<file path="src/rtl/pwb_pkg.sv">
package pwb_pkg;
  typedef enum logic [1:0] {
    PWB_IDLE = 2'd0,
    PWB_FILL = 2'd1,
    PWB_BUSY = 2'd2
  } pwb_state_e;

  // The busy window must be long enough to drain a full row.
  function automatic int unsigned pwb_hold_len(input int unsigned tw, input int unsigned page);
    return (tw < page) ? page : tw;
  endfunction
endpackage

</file>
<file path="src/rtl/pwb_row_buf.sv">
module pwb_row_buf #(
  parameter int unsigned PAGE_BYTES = 16,
  parameter int unsigned DATA_W     = 8,
  localparam int unsigned OFF_W     = $clog2(PAGE_BYTES)
) (
  input  logic                  clk,
  input  logic                  rst_n,
  input  logic                  clr_i,
  input  logic                  wr_en_i,
  input  logic [OFF_W-1:0]      wr_off_i,
  input  logic [DATA_W-1:0]     wr_data_i,
  input  logic                  drn_en_i,
  input  logic [OFF_W-1:0]      drn_off_i,
  output logic [PAGE_BYTES-1:0] fill_mask_o,
  output logic [DATA_W-1:0]     drn_data_o
);
  logic [DATA_W-1:0]     slot_q [PAGE_BYTES];
  logic [PAGE_BYTES-1:0] mask_q;
  logic [PAGE_BYTES-1:0] mask_d;

  for (genvar g = 0; g < PAGE_BYTES; g++) begin : g_slot
    logic hit_wr;
    logic hit_drn;
    assign hit_wr  = wr_en_i  && (wr_off_i  == OFF_W'(g));
    assign hit_drn = drn_en_i && (drn_off_i == OFF_W'(g));

    // Data slots carry no reset; the mask alone says what is valid.
    always_ff @(posedge clk) begin
      if (hit_wr) slot_q[g] <= wr_data_i;
    end

    always_comb begin
      mask_d[g] = mask_q[g];
      if (clr_i)        mask_d[g] = 1'b0;
      else if (hit_wr)  mask_d[g] = 1'b1;
      else if (hit_drn) mask_d[g] = 1'b0;
    end
  end

  always_ff @(posedge clk or negedge rst_n) begin
    if (!rst_n) mask_q <= '0;
    else        mask_q <= mask_d;
  end

  assign fill_mask_o = mask_q;
  assign drn_data_o  = slot_q[drn_off_i];
endmodule

</file>
<file path="src/rtl/pwb_pick.sv">
module pwb_pick #(
  parameter int unsigned N  = 16,
  localparam int unsigned IW = $clog2(N)
) (
  input  logic [N-1:0]  req_i,
  output logic          any_o,
  output logic [IW-1:0] idx_o
);
  // Lowest set bit wins, giving an ascending drain order.
  always_comb begin
    idx_o = '0;
    for (int i = N - 1; i >= 0; i--) begin
      if (req_i[i]) idx_o = IW'(i);
    end
  end

  assign any_o = |req_i;
endmodule

</file>
<file path="src/rtl/pwb_timer.sv">
module pwb_timer #(
  parameter int unsigned HOLD = 16,
  localparam int unsigned CW  = $clog2(HOLD + 1)
) (
  input  logic clk,
  input  logic rst_n,
  input  logic load_i,
  input  logic run_i,
  output logic done_o
);
  logic [CW-1:0] cnt_q;
  logic [CW-1:0] cnt_d;

  always_comb begin
    cnt_d = cnt_q;
    if (load_i)                     cnt_d = CW'(HOLD - 1);
    else if (run_i && cnt_q != '0)  cnt_d = cnt_q - CW'(1);
  end

  always_ff @(posedge clk or negedge rst_n) begin
    if (!rst_n) cnt_q <= '0;
    else        cnt_q <= cnt_d;
  end

  assign done_o = (cnt_q == '0);
endmodule

</file>
<file path="src/rtl/pwb_top.sv">
module pwb_top
  import pwb_pkg::*;
#(
  parameter int unsigned AW         = 11,
  parameter int unsigned PAGE_BYTES = 16,
  parameter int unsigned TW_CYCLES  = 250000
) (
  input  logic          clk,
  input  logic          rst_n,
  input  logic          wr_begin,
  input  logic [AW-1:0] wr_addr,
  input  logic          wr_prot,
  input  logic          byte_vld,
  input  logic [7:0]    byte_data,
  input  logic          stop_evt,
  input  logic          stop_at_ack,
  output logic          busy,
  output logic          mem_we,
  output logic [AW-1:0] mem_addr,
  output logic [7:0]    mem_wdata
);
  localparam int unsigned OFF_W  = $clog2(PAGE_BYTES);
  localparam int unsigned ROW_W  = AW - OFF_W;
  localparam int unsigned TW_EFF = pwb_hold_len(TW_CYCLES, PAGE_BYTES);

  pwb_state_e        state_q, state_d;
  logic [ROW_W-1:0]  row_q, row_d;
  logic [OFF_W-1:0]  off_q, off_d;
  logic              prot_q, prot_d;

  logic                  buf_clr;
  logic                  buf_wr;
  logic                  tmr_load;
  logic                  tmr_done;
  logic                  drn_any;
  logic                  drn_en;
  logic [OFF_W-1:0]      drn_idx;
  logic [PAGE_BYTES-1:0] fill_mask;
  logic [7:0]            drn_data;

  // Next-state logic
  always_comb begin
    state_d  = state_q;
    row_d    = row_q;
    off_d    = off_q;
    prot_d   = prot_q;
    buf_clr  = 1'b0;
    buf_wr   = 1'b0;
    tmr_load = 1'b0;
    unique case (state_q)
      PWB_IDLE: begin
        if (wr_begin) begin
          state_d = PWB_FILL;
          row_d   = wr_addr[AW-1:OFF_W];
          off_d   = wr_addr[OFF_W-1:0];
          prot_d  = wr_prot;
          buf_clr = 1'b1;
        end
      end
      PWB_FILL: begin
        if (wr_begin) begin
          row_d   = wr_addr[AW-1:OFF_W];
          off_d   = wr_addr[OFF_W-1:0];
          prot_d  = wr_prot;
          buf_clr = 1'b1;
        end else if (stop_evt) begin
          if (stop_at_ack && !prot_q && (|fill_mask)) begin
            state_d  = PWB_BUSY;
            tmr_load = 1'b1;
          end else begin
            state_d = PWB_IDLE;
            buf_clr = 1'b1;
          end
        end else if (byte_vld) begin
          buf_wr = !prot_q;
          off_d  = off_q + OFF_W'(1);
        end
      end
      PWB_BUSY: begin
        if (tmr_done) state_d = PWB_IDLE;
      end
      default: state_d = PWB_IDLE;
    endcase
  end

  // State registers
  always_ff @(posedge clk or negedge rst_n) begin
    if (!rst_n) begin
      state_q <= PWB_IDLE;
      row_q   <= '0;
      off_q   <= '0;
      prot_q  <= 1'b0;
    end else begin
      state_q <= state_d;
      row_q   <= row_d;
      off_q   <= off_d;
      prot_q  <= prot_d;
    end
  end

  assign busy   = (state_q == PWB_BUSY);
  assign drn_en = busy && drn_any;

  pwb_row_buf #(
    .PAGE_BYTES(PAGE_BYTES),
    .DATA_W    (8)
  ) u_buf (
    .clk        (clk),
    .rst_n      (rst_n),
    .clr_i      (buf_clr),
    .wr_en_i    (buf_wr),
    .wr_off_i   (off_q),
    .wr_data_i  (byte_data),
    .drn_en_i   (drn_en),
    .drn_off_i  (drn_idx),
    .fill_mask_o(fill_mask),
    .drn_data_o (drn_data)
  );

  pwb_pick #(.N(PAGE_BYTES)) u_pick (
    .req_i(fill_mask),
    .any_o(drn_any),
    .idx_o(drn_idx)
  );

  pwb_timer #(.HOLD(TW_EFF)) u_tmr (
    .clk   (clk),
    .rst_n (rst_n),
    .load_i(tmr_load),
    .run_i (busy),
    .done_o(tmr_done)
  );

  assign mem_we    = drn_en;
  assign mem_addr  = {row_q, drn_idx};
  assign mem_wdata = drn_data;
endmodule

</file>
<file path="config.mk">
export PLATFORM = sky130hd
export DESIGN_NAME = pwb_top
export DESIGN_NICKNAME = d
export VERILOG_FILES = /design/src/rtl/pwb_pkg.sv /design/src/rtl/pwb_row_buf.sv /design/src/rtl/pwb_pick.sv /design/src/rtl/pwb_timer.sv /design/src/rtl/pwb_top.sv
export SDC_FILE = /design/constraint.sdc
export NUM_CORES = 1
export LEC_CHECK = 0
export ABC_AREA = 1
export BUFFER_PORTS_ARGS = -buffer_cell sky130_fd_sc_hd__buf_2
export CAP_MARGIN = 20
export CORE_ASPECT_RATIO = 0.7
export CORE_MARGIN = 2
export CORE_UTILIZATION = 60
export CTS_BUF_LIST = sky130_fd_sc_hd__clkbuf_8
export CTS_CLUSTER_DIAMETER = 120
export CTS_CLUSTER_SIZE = 10
export DETAILED_ROUTE_END_ITERATION = 16
export GPL_TIMING_DRIVEN = 0
export MAX_ROUTING_LAYER = met4
export PLACE_DENSITY = 0.77
export SETUP_SLACK_MARGIN = 0.5
export SYNTH_ARGS = -nofsm -noshare
export SYNTH_HDL_FRONTEND = slang
export SYNTH_SLANG_ARGS = --single-unit
</file>
<file path="constraint.sdc">
create_clock -name clk -period 3.7 [get_ports clk]
set_input_delay 0.555 -clock clk [delete_from_list [all_inputs] [get_ports clk]]
set_output_delay 0.555 -clock clk [all_outputs]
set_load 0.01 [all_outputs]
</file>
==> impl_results.md <==
- Simple-Gate Fraction of Synth Area: 0.245
- Initial Utilization: 0.620
- Final Critical Period: ~3.4 ns
- R2R depth: 7
- Crit. Startpoint: u_buf.fill_mask_o[15]
- Synth top area cells: edfxtp_1, dfrtp_1, nand2_1
- Proportion of synthesized chip area in sequential cells: 0.616
- Detail Route Antenna Nets: 0
- Reg2reg end: u_buf.slot_q[11][1]
- CTS Buffer Depth: 2
- Final Hold Fails: 0
- Dpl hpwl: roughly 15 mm
- Layout cell share with drive strength beyond 1: 0.215
- CP required: approximately 3.1 ns
- Final period utilization: 0.907
- Fmax: 298 MHz
- Clock Pin Slew Worst Setup and Hold Paths: around 0.10 ns
- Syn_area_per_cell: roughly 10 um2
- Largest fanout on the critical path: 10
- Adder-cell area share of the yosys netlist: 0.00763
- CTS buffer count: 17
- Max rail drop VDD: between 200 and 300 uV
- Row Count: 35
- Worst-Margin Slew: roughly 1.1 ns
- Post-synth top cells: nand2_1, edfxtp_1, inv_1
- First-pass GRT wire length: 33.6 mm
- Slew HR: 0.286
- Outcome: complete, no violations
- Num Clock Sinks: between 150 and 200
- Post-DP Area: just under 9000 um2
- Hold Crit Class: in2reg
- Die area: around 15000 um2
- Drt first pass iters: 6
- CTS tree: done
- RSZ-0062 raised after global routing: yes
- Gr ovfl total: 0
- Skew final: ~0.0087 ns
- FFs w/ async S/R, synth: 0.273
- Crit start category: register
- CP endpoint: mem_wdata[2]
- Critical path capture point type: primary output
- Post-synth top area cell: edfxtp_1
- Power Dens Cells: around 430 nW/um2
- Vias: 6604
- FF-to-FF setup slack: 1.14 ns
- Drt drc: 0
- Top-count cell post-synth: nand2_1
- Endpoints failing setup: 0
- Setup_tns: 0 ns
- R2R Path Start: state_q[1]
- Ys Warns: 0
- Synth Area in XOR/XNOR: 0.00107
- Mux cell area share after synthesis: 0
- All-Layer GR Usage: 0.324
- Clk_lat worst skew: approximately 0.47 ns
- # Max-Cap Violations: 0
- Routed WL: about 22 mm
- Crit path kind: reg2out
- Static Leak: just over 4 nW
- Synth Net Count: approximately 850
- Compound-cell area share of the yosys netlist: 0.0475
- Vias/cell: slightly below 6
- Antenna Cells: 0
- Die width: 144 um
- Core ar.: 13200 um2
- Root Driver: clkbuf_8
- Pin count of the biggest net entering global routing: between 40 and 50
- Post-synth cell types: 40
- Final max-slew violation count: 0
- DR WL/cell: ~20 um
- Number of synthesized register bits: 176
- Fin nets: between 900 and 1000
- I/O pin total: 47
- Primary FF master, synth: edfxtp_1
- Initial DRC Count: between 900 and 1000
- EDFF count, synth: approximately 130
- Main combinational cell family by area after synthesis: simple AND/OR/NAND/NOR gates
- Initial antenna violation count: 0
- Final Wtd Congestion: roughly 0.92
- # H-tree levels: 4
- Syn-to-layout area delta: 17.1%
- Mapped Cells: ~820
- Mapped Area: 8190 um2
- Finished layout cell area: 9590 um2
- Top cell type's share of synthesized area: 0.469
- Number of global-route vias before repair: between 6000 and 7000
- Worst path arrival time: around 2.8 ns
- Number of port buffers: 46
- Die Y: between 100 and 150 um
==> cell families (layout without fill, tap and decap cells) <==
group                    count (synthesis)  after routing
adder cells (fa/ha/maj)                  5              5
buffers and inverters                  161            269
XOR/XNOR                                 1              1
AND/OR/NAND/NOR                        410            410
flip-flops                             176            176
AO/OA/AOI/OAI                           70             70
==> sequential cells by signal (all words and copies together) (netlist names) <==
register	count
off_q	4
u_buf.slot_q	128
row_q	7
u_buf.fill_mask_o	16
u_tmr.cnt_q	18
state_q	2
prot_q	1
==> layer usage <==
metal | up-vias | share of wire | global-route usage
li1 | 3002 | - | -
met1 | 3090 | 0.41 | 0.467
met2 | 460 | 0.43 | 0.451
met3 | 52 | 0.14 | 0.0913
met4 | 0 | 0.020 | 0.0965
met5 | - | 0 | -
==> stage by stage <==
step	utilization	worst slack (ns)	std cells	power, mW	hold slack [ns]
6_report	0.725	0.344	1116	4.09	0.277
5_1_grt	0.725	0.139	1116	4.22	0.274
4_1_cts	0.704	0.453	1101	4.06	0.262
3_5_place_dp	0.654	0.897	1054	2.60	0.464
3_3_place_gp	0.654	0.983	1054	2.58	0.458
2_1_floorplan	-	1.43	823	2.45	0.259
==> final cells by class <==
type                    instances  area [um2]
plain buffers                  34         298
clock buffers                  18         248
clock inverters                14         193
fillers                       935        3630
inverters                     127         479
multi-input cells             486        2560
flip-flops and latches        176        5040
well taps                     185         231
repair buffers                 76         541
==> layout by cell type (no fill, tap or decap), types with 5 or more instances in the layout <==
cell type and instances:
buf_4 24, dfrtp_1 48, a21oi_1 25, clkbuf_1 6, nand3_1 96, edfxtp_1 128
nor2_2 6, buf_8 5, nand3_2 14, inv_2 19, clkbuf_8 18, nand4_1 66
nand2_2 12, inv_6 5, nand2_1 151, inv_1 105, buf_2 47, o21ai_0 22
buf_6 20, o21ai_1 10, nor2_1 49, ha_1 5
==> how the worst min path moves through the flow <==
| stage | startpoint | end | cells after the start |
|---|---|---|---|
| floorplan | rst_n | off_q[0] | 0 |
| global placement | row_q[0] | row_q[0] | 2 |
| detailed placement | row_q[4] | row_q[4] | 2 |
| CTS | wr_addr[10] | row_q[6] | 3 |
| global route | wr_addr[10] | row_q[6] | 3 |
| finish | wr_addr[5] | row_q[1] | 3 |
==> worst max-delay path: stages, from the launching register on <==
cell	delay, ns
dfrtp_1	0.40
inv_1	0.05
nand2_1	0.08
nand3_1	0.08
nand3_1	0.07
nand3_1	0.09
nand3_1	0.11
nand2_2	0.07
a21oi_4	0.19
buf_6	0.16
inv_2	0.06
buf_6	0.14
buf_4	0.18
nand3_1	0.12
nand3_2	0.11
nand2_1	0.12
nand2_1	0.06
inv_1	0.05
nand2_1	0.05
buf_2	0.13
==> power by group <==
part	total [mW]	internal, mW	switching (mW)
Clock	1.47	0.712	0.759
Sequential	2.19	2.16	0.0324
Combinational	0.421	0.145	0.276
Total	4.09	3.02	1.07
==> repair_timing <==
| action | in CTS | in global routing |
|---|---|---|
| hold buffers | 0 | 1 |
| pin swaps | 10 | 11 |
| gates resized for setup | 40 | 39 |
| cloned | 2 | 2 |
| hold endpoints to repair | 0 | 7 |
| setup endpoints to repair | 8 | 8 |
| setup buffers | 13 | 9 |
No activity file was read; power rests on OpenSTA's default activity.
